--- src/rtl/dcd_pkg.sv ---
// Shared types for the dual-event classification detector.
// Assumes four voltage windows; window indices are fixed here and used
// by the comparator, the dwell filters and the sequencer.
package dcd_pkg;

    localparam int NWIN   = 4;
    localparam int W_RST  = 0;
    localparam int W_DET  = 1;
    localparam int W_MARK = 2;
    localparam int W_CLS  = 3;

    localparam int EVW    = 2;

    typedef enum logic [2:0] {
        ST_IDLE  = 3'd0,
        ST_DET   = 3'd1,
        ST_CLS1  = 3'd2,
        ST_MARK1 = 3'd3,
        ST_CLS2  = 3'd4,
        ST_PWR   = 3'd5
    } dcd_state_e;

endpackage

--- src/rtl/dcd_window_cmp.sv ---
// Sorts one port-voltage code into the four windows.
// Assumes thresholds are in the same 0.1 V units as the code. The reset
// window has priority over detection where the two overlap.
module dcd_window_cmp
    import dcd_pkg::*;
#(
    parameter int VW        = 10,
    parameter int RST_BELOW = 28,
    parameter int DET_LO    = 27,
    parameter int DET_HI    = 101,
    parameter int MARK_LO   = 69,
    parameter int MARK_HI   = 101,
    parameter int CLS_LO    = 145,
    parameter int CLS_HI    = 205
) (
    input  logic [VW-1:0]   code_i,
    output logic [NWIN-1:0] hit_o
);

    localparam logic [VW-1:0] RST_B = VW'(RST_BELOW);
    localparam logic [VW-1:0] DET_L = VW'(DET_LO);
    localparam logic [VW-1:0] DET_H = VW'(DET_HI);
    localparam logic [VW-1:0] MRK_L = VW'(MARK_LO);
    localparam logic [VW-1:0] MRK_H = VW'(MARK_HI);
    localparam logic [VW-1:0] CLS_L = VW'(CLS_LO);
    localparam logic [VW-1:0] CLS_H = VW'(CLS_HI);

    logic in_rst;

    // Compare the code against every window's bounds.
    always_comb begin
        in_rst         = (code_i < RST_B);
        hit_o          = '0;
        hit_o[W_RST]   = in_rst;
        hit_o[W_DET]   = !in_rst && (code_i >= DET_L) && (code_i <= DET_H);
        hit_o[W_MARK]  = (code_i >= MRK_L) && (code_i <= MRK_H);
        hit_o[W_CLS]   = (code_i >= CLS_L) && (code_i <= CLS_H);
    end

endmodule

--- src/rtl/dcd_dwell_filter.sv ---
// Qualifies one window: the output goes high once DWELL consecutive valid
// samples have fallen inside the window, and stays high while they do.
// Assumes invalid samples carry no information and hold the run length.
module dcd_dwell_filter #(
    parameter int DWELL = 8
) (
    input  logic clk,
    input  logic rst_n,
    input  logic valid_i,
    input  logic in_win_i,
    output logic qual_o
);

    localparam int CW = $clog2(DWELL + 1);
    localparam logic [CW-1:0] LIM = CW'(DWELL);

    logic [CW-1:0] run_q;

    // Count consecutive in-window valid samples, saturating at the limit.
    always_ff @(posedge clk) begin
        if (!rst_n) begin
            run_q <= '0;
        end else if (valid_i) begin
            if (!in_win_i)       run_q <= '0;
            else if (run_q < LIM) run_q <= run_q + 1'b1;
        end
    end

    assign qual_o = (run_q >= LIM);


    leave_clears_chk: assert property (@(posedge clk) disable iff (!rst_n)
        (valid_i && !in_win_i) |=> !qual_o)
        else $error("window qualification survived an out-of-window sample");


    invalid_holds_chk: assert property (@(posedge clk) disable iff (!rst_n)
        !valid_i |=> $stable(run_q))
        else $error("invalid sample changed the run length");

endmodule

--- src/rtl/dcd_seq_fsm.sv ---
// Sequencer: detection, class event, mark, class event, then power.
// Assumes qualified window levels from the dwell filters and a power-good
// level from the power-up controller. The indicator is registered and
// set only on entry to, and while in, the powered state after two events.
module dcd_seq_fsm
    import dcd_pkg::*;
(
    input  logic            clk,
    input  logic            rst_n,
    input  logic [NWIN-1:0] qual_i,
    input  logic            pg_i,
    output logic            flag_o,
    output dcd_state_e      st_o,
    output logic [EVW-1:0]  ev_o
);

    localparam logic [EVW-1:0] EV_TWO = EVW'(2);

    dcd_state_e     st_q, st_d;
    logic [EVW-1:0] ev_q, ev_d;
    logic           flag_q;
    logic           pre_pwr;

    assign pre_pwr = (st_q != ST_IDLE) && (st_q != ST_PWR);

    // Next state and event count; reset range first, then power-good.
    always_comb begin
        st_d = st_q;
        ev_d = ev_q;
        if (pre_pwr && qual_i[W_RST]) begin
            st_d = ST_IDLE;
            ev_d = '0;
        end else begin
            unique case (st_q)
                ST_IDLE: begin
                    ev_d = '0;
                    if (qual_i[W_DET]) st_d = ST_DET;
                end
                ST_DET: begin
                    if (pg_i) st_d = ST_PWR;
                    else if (qual_i[W_CLS]) begin
                        st_d = ST_CLS1;
                        ev_d = ev_q + 1'b1;
                    end
                end
                ST_CLS1: begin
                    if (pg_i) st_d = ST_PWR;
                    else if (qual_i[W_MARK]) st_d = ST_MARK1;
                end
                ST_MARK1: begin
                    if (pg_i) st_d = ST_PWR;
                    else if (qual_i[W_CLS]) begin
                        st_d = ST_CLS2;
                        ev_d = ev_q + 1'b1;
                    end
                end
                ST_CLS2: begin
                    if (pg_i) st_d = ST_PWR;
                end
                ST_PWR: begin
                    if (!pg_i) begin
                        st_d = ST_IDLE;
                        ev_d = '0;
                    end
                end
                default: begin
                    st_d = ST_IDLE;
                    ev_d = '0;
                end
            endcase
        end
    end

    // State, count and indicator registers.
    always_ff @(posedge clk) begin
        if (!rst_n) begin
            st_q   <= ST_IDLE;
            ev_q   <= '0;
            flag_q <= 1'b0;
        end else begin
            st_q   <= st_d;
            ev_q   <= ev_d;
            flag_q <= (st_d == ST_PWR) && (ev_d == EV_TWO);
        end
    end

    assign flag_o = flag_q;
    assign st_o   = st_q;
    assign ev_o   = ev_q;


    event_step_chk: assert property (@(posedge clk) disable iff (!rst_n)
        (ev_q != $past(ev_q)) |-> ((ev_q == $past(ev_q) + 1'b1) || (ev_q == '0)))
        else $error("event count jumped");


    flag_needs_two_chk: assert property (@(posedge clk) disable iff (!rst_n)
        flag_q |-> ((ev_q == EV_TWO) && (st_q == ST_PWR)))
        else $error("indicator set without two events in powered state");


    flag_needs_pg_chk: assert property (@(posedge clk) disable iff (!rst_n)
        !pg_i |=> !flag_q)
        else $error("indicator set without power good");


    reset_voids_chk: assert property (@(posedge clk) disable iff (!rst_n)
        (pre_pwr && qual_i[W_RST]) |=> ((st_q == ST_IDLE) && (ev_q == '0)))
        else $error("reset range did not void the sequence");


    pg_loss_idle_chk: assert property (@(posedge clk) disable iff (!rst_n)
        ((st_q == ST_PWR) && !pg_i) |=> ((st_q == ST_IDLE) && !flag_q))
        else $error("power good loss did not return to idle");

endmodule

--- src/rtl/dual_class_detect.sv ---
// Top of the dual-event classification detector: window comparator,
// one dwell filter per window, and the sequencer.
// Assumes one port-voltage sample per clock at most, in 0.1 V codes.
module dual_class_detect
    import dcd_pkg::*;
#(
    parameter int VW        = 10,
    parameter int DWELL     = 8,
    parameter int RST_BELOW = 28,
    parameter int DET_LO    = 27,
    parameter int DET_HI    = 101,
    parameter int MARK_LO   = 69,
    parameter int MARK_HI   = 101,
    parameter int CLS_LO    = 145,
    parameter int CLS_HI    = 205
) (
    input  logic          clk,
    input  logic          rst_n,
    input  logic          smp_valid_i,
    input  logic [VW-1:0] smp_code_i,
    input  logic          pwr_good_i,
    output logic          flag_pull_en_o,
    output logic [2:0]    dbg_state_o,
    output logic [1:0]    dbg_events_o
);

    logic [NWIN-1:0] hit;
    logic [NWIN-1:0] qual;
    dcd_state_e      st;
    logic [EVW-1:0]  ev;

    dcd_window_cmp #(
        .VW(VW), .RST_BELOW(RST_BELOW), .DET_LO(DET_LO), .DET_HI(DET_HI),
        .MARK_LO(MARK_LO), .MARK_HI(MARK_HI), .CLS_LO(CLS_LO), .CLS_HI(CLS_HI)
    ) u_cmp (
        .code_i (smp_code_i),
        .hit_o  (hit)
    );

    // One qualification filter per window.
    for (genvar w = 0; w < NWIN; w++) begin : g_filt
        dcd_dwell_filter #(.DWELL(DWELL)) u_filt (
            .clk      (clk),
            .rst_n    (rst_n),
            .valid_i  (smp_valid_i),
            .in_win_i (hit[w]),
            .qual_o   (qual[w])
        );
    end

    dcd_seq_fsm u_fsm (
        .clk    (clk),
        .rst_n  (rst_n),
        .qual_i (qual),
        .pg_i   (pwr_good_i),
        .flag_o (flag_pull_en_o),
        .st_o   (st),
        .ev_o   (ev)
    );

    assign dbg_state_o  = st;
    assign dbg_events_o = ev;

endmodule

--- config.mk ---
export PLATFORM = sky130hd
export DESIGN_NAME = dual_class_detect
export DESIGN_NICKNAME = d
export VERILOG_FILES = /design/src/rtl/dcd_pkg.sv /design/src/rtl/dcd_window_cmp.sv /design/src/rtl/dcd_dwell_filter.sv /design/src/rtl/dcd_seq_fsm.sv /design/src/rtl/dual_class_detect.sv
export SDC_FILE = /design/constraint.sdc
export NUM_CORES = 1
export LEC_CHECK = 0
export ABC_CLOCK_PERIOD_IN_PS = 1400
export BUFFER_PORTS_ARGS = -buffer_cell sky130_fd_sc_hd__buf_4
export CORE_ASPECT_RATIO = 1.2
export CORE_UTILIZATION = 51
export DETAILED_ROUTE_END_ITERATION = 7
export PLACE_DENSITY_LB_ADDON = 0.15
export SYNTH_ARGS = -nofsm -noshare
export SYNTH_HDL_FRONTEND = slang
export SYNTH_SLANG_ARGS = --single-unit
--- constraint.sdc ---
create_clock -name clk -period 1.4 [get_ports clk]
set_clock_uncertainty 0.1 [all_clocks]
set_input_delay 0.28 -clock clk [delete_from_list [all_inputs] [get_ports clk]]
set_output_delay 0.28 -clock clk [all_outputs]
set_load 0.03 [all_outputs]
==> reports/metrics.cfg, run 1 <==
[run_status]
outcome=finished, violations left
violations=setup timing

[global_route]
track_usage_pct=26.1
grt_pass1_wl_um=6040
antenna_found_initial=0
first_global_vias=1447
grt_max_degree=26
overflow=0

[power]
worst_ir_drop_vdd_v=0.000615
leakage_nw=0.767
power_density_mw_per_mm2=571

[place]
pre_cts_slack_ps=-199
hpwl_um=2650
port_buffers=19
place_congestion=0.841
placedInstanceArea_sq_mm=0.00181

[floorplan]
rows=20
die_y_um=60.4
core_sq_mm=0.00263
die_x_um=50.7
num_io_pins=20
start_util_pct=55.2
dieArea_sq_mm=0.00306

[setup_path]
end_kind=flop
cp_data_arrival_time_ps=1580
r2r_start=u_fsm.st_o[0]$_SDFF_PN0_
worst-path-buf-inv=1
cpPeakStageDelay_ps=380
path_delay_family=simple AND/OR/NAND/NOR gates
cp_slowest_cell=dfxtp_4
crit_chain=buf_12, or3_1, nand3_2, a21oi_2, nor4b_4
critPathLaunch=u_fsm.st_o[0]$_SDFF_PN0_
required_ps=1550
cp-start-kind=flop
crit_type=flop to flop
worstPathMaxFanout=11

[clock_tree]
clock_sinks=22
clk_pin_slew_ps=140
cts-htree-levels=1
holdBufCountCts=0
numCtsBuffers=3
clock_latency_ps=330
cts-root-buf=clkbuf_4
cts_tree=built
clock_path_buffers=2

[synth]
synthesis.instances=183
yosys_register_bits=22
synth_edf_count=0
synth_nets=205
ys_types=47
avgSynthCellArea_sq_um=7.93
ys_warn_count=0
synth_top_flop_cell=dfxtp_1
synthArstFlopShare_pct=0
synth.cell_area_sq_mm=0.00145
yosysSeqAreaShare_pct=30.3

[cells_and_area]
nFillCells=208
design_area_sq_mm=0.00200
fin_nets=248
fin_util_pct=76.1
area_growth_pct=37.8
layout-drive-gt1-share_pct=36.0
n_antenna_cell=0

[route]
drc=0
routedWlPerCell_um=15.0
drtAntennaViolNets=0
firstDrtPassIters=4
vias_per_cell=5.95
drt_iter0_markers=28
routed_wl_um=3870
vias=1535

[hold_path]
min_from=rst_n
hp-class=input port to flop

[sta]
period_share_pct=102
tightest_slew_ps=363
grt_setup_unrepaired=yes
setup_viol=2
post-route-min-period_ps=1430
setup_slack_ps=-32.8
max_slew_margin_pct=75.6
max_freq_ghz=0.698
hold_viol=0
slew_viol_final=0

[flow_run]
timing.max_cap.violations=0

==> worst register-to-register path: stages, from the launching register on <==
cell and delay (ps):
dfxtp_4 380, buf_12 140, or3_1 350, nand3_2 100, a21oi_2 50, nor4b_4 240
==> timing repair <==
action	in CTS	in global routing
pin swaps	5	7
gates resized for setup	10	17
buffers inserted	6	1
setup endpoints to repair	3	12
==> cell usage in the layout (no fill, tap or decap), types with 3 or more instances in the layout <==
master	n
clkbuf_4	3
nor2_1	8
dfxtp_2	3
dfxtp_4	5
o21a_1	3
a21boi_1	5
nand3b_1	5
nand2_1	19
ha_1	7
a41o_1	4
nor3_1	3
nand3_1	11
a21oi_2	3
inv_1	11
o21ai_0	6
dfxtp_1	14
a21oi_1	11
nand2b_1	4
buf_6	6
nor2b_1	3
o211ai_1	6
buf_4	40
==> per-layer routing <==
metal	up-vias	global-route usage, %	wire length (um)
li1	749	-	-
met1	749	27.9	1610
met2	28	51.0	2080
met3	9	2.76	98
met4	0	12.7	83
met5	-	0	0
==> per-stage QoR <==
stage / TNS (ps) / hold slack [ps] / std cells / total power [W]
global route: -281 / 135 / 258 / 0.00119
global placement: -1570 / 366 / 247 / 0.000775
finish: -56.8 / 140 / 258 / 0.00114
CTS: -45.7 / 131 / 257 / 0.00114
floorplan: -62.3 / 251 / 183 / 0.000698
detailed placement: -2200 / 392 / 247 / 0.000780
==> synth_stat cells, types with 2 or more instances <==
cell / number / area share [%]
clkbuf_1: 8 / 2.1
nand2_1: 20 / 5.2
nor3b_1: 2 / 1.0
a311o_1: 2 / 1.4
a21oi_1: 14 / 4.8
o21a_1: 3 / 1.6
nand3_1: 12 / 4.1
nor2b_1: 3 / 1.3
nor2_1: 10 / 2.6
a21boi_1: 5 / 2.6
ha_1: 8 / 6.9
o21ai_0: 6 / 2.1
a21boi_0: 2 / 1.0
nor4bb_1: 2 / 1.4
o22ai_1: 2 / 0.86
nand4_1: 2 / 0.86
nor3_1: 3 / 1.0
o211ai_1: 6 / 3.1
inv_1: 12 / 3.1
dfxtp_1: 22 / 30
or3_1: 2 / 0.86
buf_2: 2 / 0.69
a41o_1: 4 / 2.8
nand3b_1: 5 / 2.6
nand2b_1: 4 / 1.7
==> final cells by class <==
type | instances | area (sq um) | share of cell area, %
repair buffers | 48 | 408 | 20.4
multi-input cells | 139 | 1010 | 50.3
inverters | 12 | 45.0 | 2.25
well taps | 33 | 41.3 | 2.06
clock buffers | 4 | 36.3 | 1.81
flip-flops and latches | 22 | 463 | 23.1
==> path summary, 6_finish.rpt <==
check / endpoint / slack, ps / cells past startpoint
worst max-delay path: u_fsm.flag_o$_SDFF_PN0_ / -30 / 5
worst min-delay path: g_filt[3].u_filt.run_q[3]$_SDFFE_PN0P_ / 140 / 3
worst max register to register: u_fsm.flag_o$_SDFF_PN0_ / -30 / 5
worst min register to register: u_fsm.st_o[1]$_SDFF_PN0_ / 400 / 1
==> power breakdown <==
group | switching (W) | leakage (nW) | internal [W]
clock network | 0.000218 | 0.0210 | 0.000159
registers | 0.00000195 | 0.183 | 0.000618
logic | 0.0000727 | 0.563 | 0.0000724
total | 0.000293 | 0.767 | 0.000850
==> sequential cells by signal, indices dropped and copies added (netlist names) <==
| name | count |
|---|---|
| u_fsm.st_o | 3 |
| g_filt.u_filt.run_q | 16 |
| u_fsm.ev_o | 2 |
| u_fsm.flag_o | 1 |
==> cells by family after synthesis <==
group | Yosys count | share of synthesized area, %
AO/OA/AOI/OAI | 55 | 26.4
XOR/XNOR | 1 | 0.604
adder cells (fa/ha/maj) | 8 | 6.90
buffers and inverters | 22 | 5.86
flip-flops | 22 | 30.3
AND/OR/NAND/NOR | 75 | 29.9
Power figures use the tool's default switching activity.
==> run 2: changes to the inputs <==
--- a/config.mk
+++ b/config.mk
@@ -8,7 +8,7 @@
 export ABC_CLOCK_PERIOD_IN_PS = 1400
 export BUFFER_PORTS_ARGS = -buffer_cell sky130_fd_sc_hd__buf_4
 export CORE_ASPECT_RATIO = 1.2
-export CORE_UTILIZATION = 51
+export CORE_UTILIZATION = 45
 export DETAILED_ROUTE_END_ITERATION = 7
 export PLACE_DENSITY_LB_ADDON = 0.15
 export SYNTH_ARGS = -nofsm -noshare
==> run 2 against run 1 <==
  * The run still ends with setup timing left
  * Utilization decreased by 12 points
  * Sequential cell count unchanged
  * Global-route usage decreased by 3.5 points
  * Cell count increased by 2.3%
  * Non-clock buffer count increased by 3
  * Register-to-register slack improved by 20 ps
  * Critical path type unchanged
  * Largest power group unchanged
==> reports/metrics.cfg, run 2 (same netlist as run 1, synthesis figures left out) <==
[cells_and_area]
area_growth_pct=34.7
largest_reg_flops=16
final_cell_mix=buf_4, nand2_1, a21oi_1, nand3_1, dfxtp_1
layout-drive-gt1-share_pct=35.1
fin_nets=251
nFillCells=285
final_common_cell=buf_4
largest_register=g_filt.u_filt.run_q
n_antenna_cell=0
multi_input_area_sq_um=983
seq_area_sq_um=460

[route]
vias_per_cell=5.64
vias=1488
drt_iter0_markers=84
routedWlPerCell_um=13.5
drtAntennaViolNets=0
firstDrtPassIters=4
drc=0
routed_wl_um=3570

[flow_run]
timing.max_cap.violations=0

[clock_tree]
clk_pin_slew_ps=130
clock_path_buffers=2
clock_latency_ps=300
clock_sinks=22
cts-htree-levels=1
cts_tree=built
numCtsBuffers=3
cts-root-buf=clkbuf_4

[hold_path]
min_from=smp_valid_i
hp-class=input port to flop
min_to=g_filt[2].u_filt.run_q[3]$_SDFFE_PN0P_
hold_depth=2

[setup_path]
worst-path-buf-inv=1
r2r_cells=5
cpPeakStageDelay_ps=380
cp-start-kind=flop
required_ps=1530
r2r_slack_ps=-10
cp_data_arrival_time_ps=1540
r2r_start=u_fsm.st_o[0]$_SDFF_PN0_
crit_type=flop to flop
r2r_end=u_fsm.flag_o$_SDFF_PN0_
crit_chain=buf_6, and4bb_2, o21bai_1, a21oi_2, nor4b_4
critPathLaunch=u_fsm.st_o[0]$_SDFF_PN0_
cp_slowest_cell=dfxtp_4
worstPathMaxFanout=6
end_kind=flop
path_delay_family=simple AND/OR/NAND/NOR gates

[floorplan]
core_sq_mm=0.00306
rows=22
dieArea_sq_mm=0.00346
start_util_pct=47.5
die_y_um=64.2
num_io_pins=20
die_x_um=53.8

[sta]
tightest_slew_ps=354
grt_setup_unrepaired=yes
setup_viol=2
setup_slack_ps=-10.4
period_share_pct=101
slew_viol_final=0
holdWs_ps=129
hold_viol=0
post-route-min-period_ps=1410
max_freq_ghz=0.709
max_slew_margin_pct=76.1

[place]
hpwl_um=2640
port_buffers=19
place_congestion=0.769

[global_route]
use_met3_pct=2.38
track_usage_pct=22.6
grt_max_degree=17
use_met1_pct=26.6
antenna_found_initial=0
grt_pass1_wl_um=5910
grt.busiest_layer=met2
first_global_vias=1441
grt.met2_usage_pct=39.8
overflow=0

[run_status]
violations=setup timing
outcome=finished, violations left

[power]
worst_ir_drop_vdd_v=0.000376
power.total_w=0.00112
leakage_nw=0.765
power_density_mw_per_mm2=574

## run 2: repair_timing
action                     in CTS  in global routing
setup buffers                   1                  2
gates cloned                    0                  1
setup endpoints to repair       6                 14
gates resized for setup         4                 13
pin swaps                       6                  3
hold buffers                    0                  0
## run 2: final cells by class
class,instances,area share [%]
multi-input combinational,139,50.3
sequential,22,23.5
timing repair buffer,51,19.7
inverter,12,2.30
tap,36,2.30
clock buffer,4,1.86
## run 2: worst max-delay path by stage
stage	end	slack (ps)	cells past startpoint
floorplan	u_fsm.flag_o$_SDFF_PN0_	-60	3
global placement	g_filt[2].u_filt.run_q[1]$_SDFFE_PN0P_	-210	5
CTS	u_fsm.flag_o$_SDFF_PN0_	-20	4
global route	u_fsm.flag_o$_SDFF_PN0_	-80	5
finish	u_fsm.flag_o$_SDFF_PN0_	-10	5
detailed placement	g_filt[2].u_filt.run_q[0]$_SDFFE_PN0P_	-260	5
## run 2: per-layer routing
layer  vias to the layer above  part of all wire [%]
met5                         -                     0
met4                         0                  0.48
met3                         2                   3.3
met2                        37                    52
met1                       695                    44
li1                        754                     -
## run 2: per-stage QoR
step | setup WS, ps | std cells | util [%] | instance area, sq um | setup TNS (ps)
2_1_floorplan | -62.3 | 183 | - | 1480 | -62.3
3_3_place_gp | -212 | 256 | 59.9 | 1830 | -2030
3_5_place_dp | -259 | 256 | 59.9 | 1830 | -2400
4_1_cts | -17.7 | 261 | 61.7 | 1880 | -36.3
5_1_grt | -84.0 | 264 | 64.0 | 1960 | -233
6_report | -10.4 | 264 | 64.0 | 1960 | -15.0
## run 2: power breakdown
| group | switching, W | total, W | internal [W] | leakage [nW] |
|---|---|---|---|---|
| combinational | 0.0000723 | 0.000143 | 0.0000706 | 0.561 |
| sequential | 0.00000199 | 0.000624 | 0.000622 | 0.183 |
| clock | 0.000197 | 0.000355 | 0.000159 | 0.0210 |
